File: src/rtl/uart_stat_pkg.sv
package uart_stat_pkg;

  localparam int STAT_W = 8;
  localparam int CTRL_W = 3;
  localparam int ERR_N  = 3;

  // bit positions in the status byte
  localparam int B_PE   = 7;
  localparam int B_ORE  = 6;
  localparam int B_FRE  = 5;
  localparam int B_RDRF = 4;
  localparam int B_TDRE = 3;

  // positions inside the error bank
  localparam int E_PE  = 2;
  localparam int E_ORE = 1;
  localparam int E_FRE = 0;

  // positions inside the control field
  localparam int C_ORD = 2;
  localparam int C_RIE = 1;
  localparam int C_TIE = 0;

  typedef struct packed {
    logic [ERR_N-1:0]  err;
    logic              rdrf;
    logic              tdre;
    logic [CTRL_W-1:0] ctrl;
  } stat_t;

  // set wins over clear
  function automatic logic flag_next(logic q, logic set, logic clr);
    return set | (q & ~clr);
  endfunction

  function automatic logic rx_req(logic [ERR_N-1:0] err, logic rdrf, logic rie);
    return rie & (rdrf | (|err));
  endfunction

  function automatic logic tx_req(logic tdre, logic tie);
    return tie & tdre;
  endfunction

  function automatic logic [STAT_W-1:0] pack_stat(stat_t s);
    return {s.err, s.rdrf, s.tdre, s.ctrl};
  endfunction

endpackage

File: src/rtl/ustat_flag.sv
module ustat_flag
  import uart_stat_pkg::*;
#(
  parameter logic RST_VAL = 1'b0
) (
  input  logic clk,
  input  logic rst_n,
  input  logic set_i,
  input  logic clr_i,
  output logic q_o
);

  logic q;

  always_ff @(posedge clk) begin
    if (!rst_n) q <= RST_VAL;
    else        q <= flag_next(q, set_i, clr_i);
  end

  assign q_o = q;

endmodule

File: src/rtl/ustat_err_bank.sv
module ustat_err_bank
  import uart_stat_pkg::*;
#(
  parameter int N = ERR_N
) (
  input  logic         clk,
  input  logic         rst_n,
  input  logic [N-1:0] set_i,
  input  logic         clr_i,
  output logic [N-1:0] q_o
);

  for (genvar i = 0; i < N; i++) begin : g_err
    ustat_flag #(.RST_VAL(1'b0)) u_flag (
      .clk   (clk),
      .rst_n (rst_n),
      .set_i (set_i[i]),
      .clr_i (clr_i),
      .q_o   (q_o[i])
    );
  end

endmodule

File: src/rtl/ustat_ctrl.sv
module ustat_ctrl
  import uart_stat_pkg::*;
#(
  parameter int W = CTRL_W
) (
  input  logic         clk,
  input  logic         rst_n,
  input  logic         we_i,
  input  logic [W-1:0] d_i,
  output logic [W-1:0] q_o
);

  logic [W-1:0] q;

  always_ff @(posedge clk) begin
    if (!rst_n)    q <= '0;
    else if (we_i) q <= d_i;
  end

  assign q_o = q;

endmodule

File: src/rtl/ustat_irq.sv
module ustat_irq
  import uart_stat_pkg::*;
(
  input  logic [ERR_N-1:0] err_i,
  input  logic             rdrf_i,
  input  logic             tdre_i,
  input  logic             rie_i,
  input  logic             tie_i,
  output logic             rx_irq_o,
  output logic             tx_irq_o
);

  assign rx_irq_o = rx_req(err_i, rdrf_i, rie_i);
  assign tx_irq_o = tx_req(tdre_i, tie_i);

endmodule

File: src/rtl/uart_stat_reg.sv
module uart_stat_reg
  import uart_stat_pkg::*;
(
  input  logic              clk,
  input  logic              rst_n,
  input  logic              rx_done_i,
  input  logic              rx_par_err_i,
  input  logic              rx_frm_err_i,
  input  logic              err_clr_i,
  input  logic              rdata_rd_i,
  input  logic              tdata_wr_i,
  input  logic              tx_load_i,
  input  logic              cpu_wr_i,
  input  logic [STAT_W-1:0] cpu_wdata_i,
  output logic [STAT_W-1:0] cpu_rdata_o,
  output logic              bit_order_o,
  output logic              rx_irq_o,
  output logic              tx_irq_o
);

  // named internal events, observed by the checker
  logic              ovr_set;
  logic [ERR_N-1:0]  err_set;
  logic [ERR_N-1:0]  err_q;
  logic              rdrf_q;
  logic              tdre_q;
  logic [CTRL_W-1:0] ctrl_q;
  logic              unused_wbits;
  stat_t             stat;

  assign ovr_set = rx_done_i & rdrf_q;

  always_comb begin
    err_set        = '0;
    err_set[E_PE]  = rx_par_err_i;
    err_set[E_ORE] = ovr_set;
    err_set[E_FRE] = rx_frm_err_i;
  end

  ustat_err_bank #(.N(ERR_N)) u_err (
    .clk   (clk),
    .rst_n (rst_n),
    .set_i (err_set),
    .clr_i (err_clr_i),
    .q_o   (err_q)
  );

  ustat_flag #(.RST_VAL(1'b0)) u_rdrf (
    .clk   (clk),
    .rst_n (rst_n),
    .set_i (rx_done_i),
    .clr_i (rdata_rd_i),
    .q_o   (rdrf_q)
  );

  ustat_flag #(.RST_VAL(1'b1)) u_tdre (
    .clk   (clk),
    .rst_n (rst_n),
    .set_i (tx_load_i),
    .clr_i (tdata_wr_i),
    .q_o   (tdre_q)
  );

  ustat_ctrl #(.W(CTRL_W)) u_ctrl (
    .clk   (clk),
    .rst_n (rst_n),
    .we_i  (cpu_wr_i),
    .d_i   (cpu_wdata_i[CTRL_W-1:0]),
    .q_o   (ctrl_q)
  );

  assign unused_wbits = ^cpu_wdata_i[STAT_W-1:CTRL_W];

  ustat_irq u_irq (
    .err_i    (err_q),
    .rdrf_i   (rdrf_q),
    .tdre_i   (tdre_q),
    .rie_i    (ctrl_q[C_RIE]),
    .tie_i    (ctrl_q[C_TIE]),
    .rx_irq_o (rx_irq_o),
    .tx_irq_o (tx_irq_o)
  );

  assign stat.err  = err_q;
  assign stat.rdrf = rdrf_q;
  assign stat.tdre = tdre_q;
  assign stat.ctrl = ctrl_q;

  assign cpu_rdata_o = pack_stat(stat);
  assign bit_order_o = ctrl_q[C_ORD];

endmodule

File: config.mk
export PLATFORM = sky130hd
export DESIGN_NAME = uart_stat_reg
export DESIGN_NICKNAME = d
export VERILOG_FILES = /design/src/rtl/uart_stat_pkg.sv /design/src/rtl/ustat_flag.sv /design/src/rtl/ustat_err_bank.sv /design/src/rtl/ustat_ctrl.sv /design/src/rtl/ustat_irq.sv /design/src/rtl/uart_stat_reg.sv
export SDC_FILE = /design/constraint.sdc
export NUM_CORES = 1
export LEC_CHECK = 0
export ABC_AREA = 1
export BUFFER_PORTS_ARGS = -buffer_cell sky130_fd_sc_hd__buf_2
export CELL_PAD_IN_SITES_DETAIL_PLACEMENT = 1
export CELL_PAD_IN_SITES_GLOBAL_PLACEMENT = 1
export CORE_MARGIN = 4
export CORE_UTILIZATION = 23
export CTS_CLUSTER_SIZE = 8
export DETAILED_ROUTE_END_ITERATION = 7
export GPL_TIMING_DRIVEN = 0
export PLACE_DENSITY_LB_ADDON = 0.15
export SETUP_SLACK_MARGIN = 0.3
export SYNTH_ARGS = -nofsm -noshare
export SYNTH_HDL_FRONTEND = slang
export SYNTH_SLANG_ARGS = --single-unit
File: constraint.sdc
create_clock -name clk -period 0.9 [get_ports clk]
set_clock_uncertainty 0.1 [all_clocks]
set_input_delay 0.225 -clock clk [delete_from_list [all_inputs] [get_ports clk]]
set_output_delay 0.225 -clock clk [all_outputs]
set_load 0.01 [all_outputs]
=== Word-level counts from Yosys, hierarchy flattened ===
Cells that the tools add are included.

* Register bits: 8
* Input bits: 18
* Output and inout bits: 11
* Word-level logic and storage cells: 24

* Bitwise logic cells: 17
* Reduce and logical (&&, ||, !) cells: 1

{| class="wikitable"
|+ Operator list
! kind !! number
|-
| $and A1 B1 Y1 || 8
|-
| $or A1 B1 Y1 || 6
|-
| $not A1 Y1 || 3
|-
| $reduce_or A3 Y1 || 1
|}

=== Logic depth before layout (Yosys ltp) ===
* Word-level depth: 3
* Gate-level depth with buffers: 3

=== Modules after synthesis ===
Synthesis repeated with hierarchy kept, for this count alone.

* Cell total of the unflattened synthesis: 59
* Area, all modules: 386.6 µm²

{| class="wikitable"
|+ Modules (own cells, without submodules)
! module !! instances !! cells an instance !! area an instance (µm²) !! seq. area each (µm²)
|-
| ustat_flag at u_err.g_err[0].u_flag ... || 4 || 6 || 43.8 || 20.0
|-
| ustat_ctrl || 1 || 18 || 116.4 || 60.1
|-
| ustat_flag at u_tdre || 1 || 6 || 41.3 || 20.0
|-
| uart_stat_reg || 1 || 5 || 30.0 || 0.0
|-
| ustat_irq || 1 || 6 || 23.8 || 0.0
|}

=== Least setup slack after synthesis ===
No wires, ideal clock.

* Path type: reg-to-output
* Start point: register u_rdrf.q (netlist: u_rdrf.q_o)
* End point: output rx_irq_o
* Arrival: 0.616 ns
* Slack: -0.041 ns
* Cell stages (with the launch flop): 3
* Path buffers: 0
* Cells stage by stage: dfxtp_1 -> nor2_1 -> a21oi_1

* Longest elaborated chain between the ends: 2

{| class="wikitable"
|+ Ends and longest elaborated chain
! item !! line !! RTL
|-
| start: declaration || ustat_flag.sv:13 || <nowiki>logic q;</nowiki>
|-
| start signal: assignment || ustat_flag.sv:17 || <nowiki>else q <= flag_next(q, set_i, clr_i);</nowiki>
|-
| $or A1 B1 Y1 || uart_stat_pkg.sv:37 || <nowiki>return rie & (rdrf | (|err));</nowiki>
|-
| $and A1 B1 Y1 || uart_stat_pkg.sv:37 ||
|-
| end: declaration || uart_stat_reg.sv:17 || <nowiki>output logic rx_irq_o,</nowiki>
|}

No other way between the ends.

=== Worst setup path in the final report ===
Ends and elaborated chain as after synthesis.

==> results.yml <==
placement:
  port_buffers: 23
  place_ws_ns: -0.03901
  place_congestion: 0.6309
  dp.cells: 89
  dp_hpwl_um: 764.5
clocking:
  postCtsHoldBufs: 0
  cts_tree: "done"
  cts-buffers-inserted: 3
  cts-root-buf: "clkbuf_4"
  htree_levels: 1
  clockBufferDepth: 2
  clock_latency_ns: 0.25
  cts.sinks: 8
  path_clk_slew_ns: 0.05
yosys:
  yosys_warnings: 0
  synth_area_um2: 361.6
  synthesis.nets: 68
  synth_seq_cells: 8
  synth_area_per_cell_um2: 7.232
  synth.yosys.seq_area_share_pct: 44.29
  ys_types: 10
  synthCells: 50
detailed_routing:
  drt_iter0_drc: 1
  ant_nets: 0
  wl_per_cell_um: 9.926
  first_pass_iters: 2
  vias: 384
  viasPerCell: 4.042
  wl_um: 943
  route.detailed.drc: 0
layout:
  final_cell_mix: "buf_6 (17), buf_2 (13), inv_1 (8)"
  layout_commonest_cell: "buf_6"
  fin_util_pct: 45.88
  syn2layout_area_growth_pct: 88.93
  antenna_cells: 0
  nNetsFinal: 99
  drive_gt1_share_pct: 74.68
  final_cells: 95
sta:
  min_period_over_period_pct: 133.3
  rsz0062_at_grt: "yes"
  setup_slack_ns: -0.2996
  tightestPinTransition_ns: 0.1358
  period_minus_slack_ns: 1.200
  hold_viol: 0
  fmax_mhz: 833.6
  drv_slew: 0
  slew-limit-headroom_pct: 90.94
  setup_viol: 11
grt:
  grt_max_degree: 6
  grt_pass1_vias: 382
  antenna_found_initial: 0
  grt_usage_pct: 9.542
  grt_pass1_wl_um: 1483
  overflow: 0
critical_path:
  startpoint_type: "flop"
  crit_chain: "nor2_2 -> a21oi_2 -> buf_2"
  crit_family: "flip-flops"
  cpPeakStageDelay_ns: 0.37
  cp-end-kind: "output port"
  cp.required_ns: 0.57
  crit_buf_inv: 1
  crit_path_max_fanout: 4
  cp.arrival_ns: 0.87
  slowest_stage: "dfxtp_4"
  rrSetupSlack_ns: 0.07
  criticalPathCategory: "reg2out"
floorplanning:
  core_um2: 1489
  die_w_um: 47.65
  rows: 14
  fp.dieH_um: 47.65
  io_pins: 29
  die-area_um2: 2271
  start_util_pct: 24.29
worst_hold_path:
  hold_path_class: "in2reg"
job:
  maxCapViolCount: 0
power_and_ir_drop:
  max-vdd-ir-drop_uv: 726.8
  total_leakage_power_nw: 0.3551
  finalPower_mw: 0.9044
  p_per_area_nw_per_um2: 1324
outcome:
  status: "finished, violations left"
  violations: "setup timing"
cell usage after synthesis (all sizes together):
master  count  area, um^2
a21oi       5       25.02
buf         8       60.06
dfxtp       8       160.2
inv        10       37.53
nand2       6       22.52
nor2        9       36.29
o21ai       4       20.01
report_power, final:
part / switching (mW) / total, mW / leakage (nW) / internal (mW)
combinational: 0.0866 / 0.229 / 0.272 / 0.142
clock: 0.121 / 0.273 / 0.0138 / 0.153
sequential: 0.0250 / 0.402 / 0.0691 / 0.377
final cells by class:
cell class | instances | area (um^2)
repair buffers | 26 | 203.9
multi-input cells | 24 | 138.9
fillers | 182 | 805.8
clock buffers | 3 | 22.52
plain buffers | 8 | 82.58
inverters | 10 | 37.54
well taps | 16 | 20.02
flip-flops and latches | 8 | 177.7
worst paths after layout:
path	from	endpoint	cells past startpoint
max	u_rdrf.q_o	rx_irq_o	3
min reg2reg	u_err.g_err[1].u_flag.q_o	u_err.g_err[1].u_flag.q_o	2
max reg2reg	u_ctrl.q_o[2]	u_ctrl.q_o[2]	3
min	tdata_wr_i	u_tdre.q_o	2
repair_timing:
item	4_1_cts	5_1_grt
setup endpoints to repair	19	19
pin swaps	0	3
buffers inserted	1	2
resized for setup	14	10
metrics by stage:
| step | setup TNS [ns] | hold WS [ns] | area, um^2 |
|---|---|---|---|
| 2_1_floorplan | 0 | 0.2131 | 395.4 |
| 3_3_place_gp | -0.03169 | 0.3024 | 530.5 |
| 3_5_place_dp | -0.03901 | 0.3076 | 530.5 |
| 4_1_cts | -2.552 | 0.04547 | 636.9 |
| 5_1_grt | -2.854 | 0.05255 | 683.2 |
| 6_report | -2.530 | 0.04717 | 683.2 |
routing by layer:
| metal | global-route usage [%] | share of wire (%) | vias up |
|---|---|---|---|
| met5 | 0 | 0 | - |
| met3 | 2.256 | 8.3 | 0 |
| li1 | - | - | 200 |
| met1 | 11.04 | 43 | 169 |
| met2 | 15.51 | 48 | 15 |
| met4 | 6.452 | 0 | 0 |
cell families (layout without fill, tap and decap cells):
family	after synthesis	in the layout	share of synthesized area [%]
AOI/OAI and AO/OA	9	9	12.45
buffers and inverters	18	47	26.99
DFF	8	8	44.29
and+or+nand+nor	15	15	16.26
flip-flops by register name, summed over array words and instances (netlist names):
name,flops
u_ctrl.q_o,3
u_tdre.q_o,1
u_rdrf.q_o,1
u_err.g_err.u_flag.q_o,3
(Power assumes the default switching activity.)
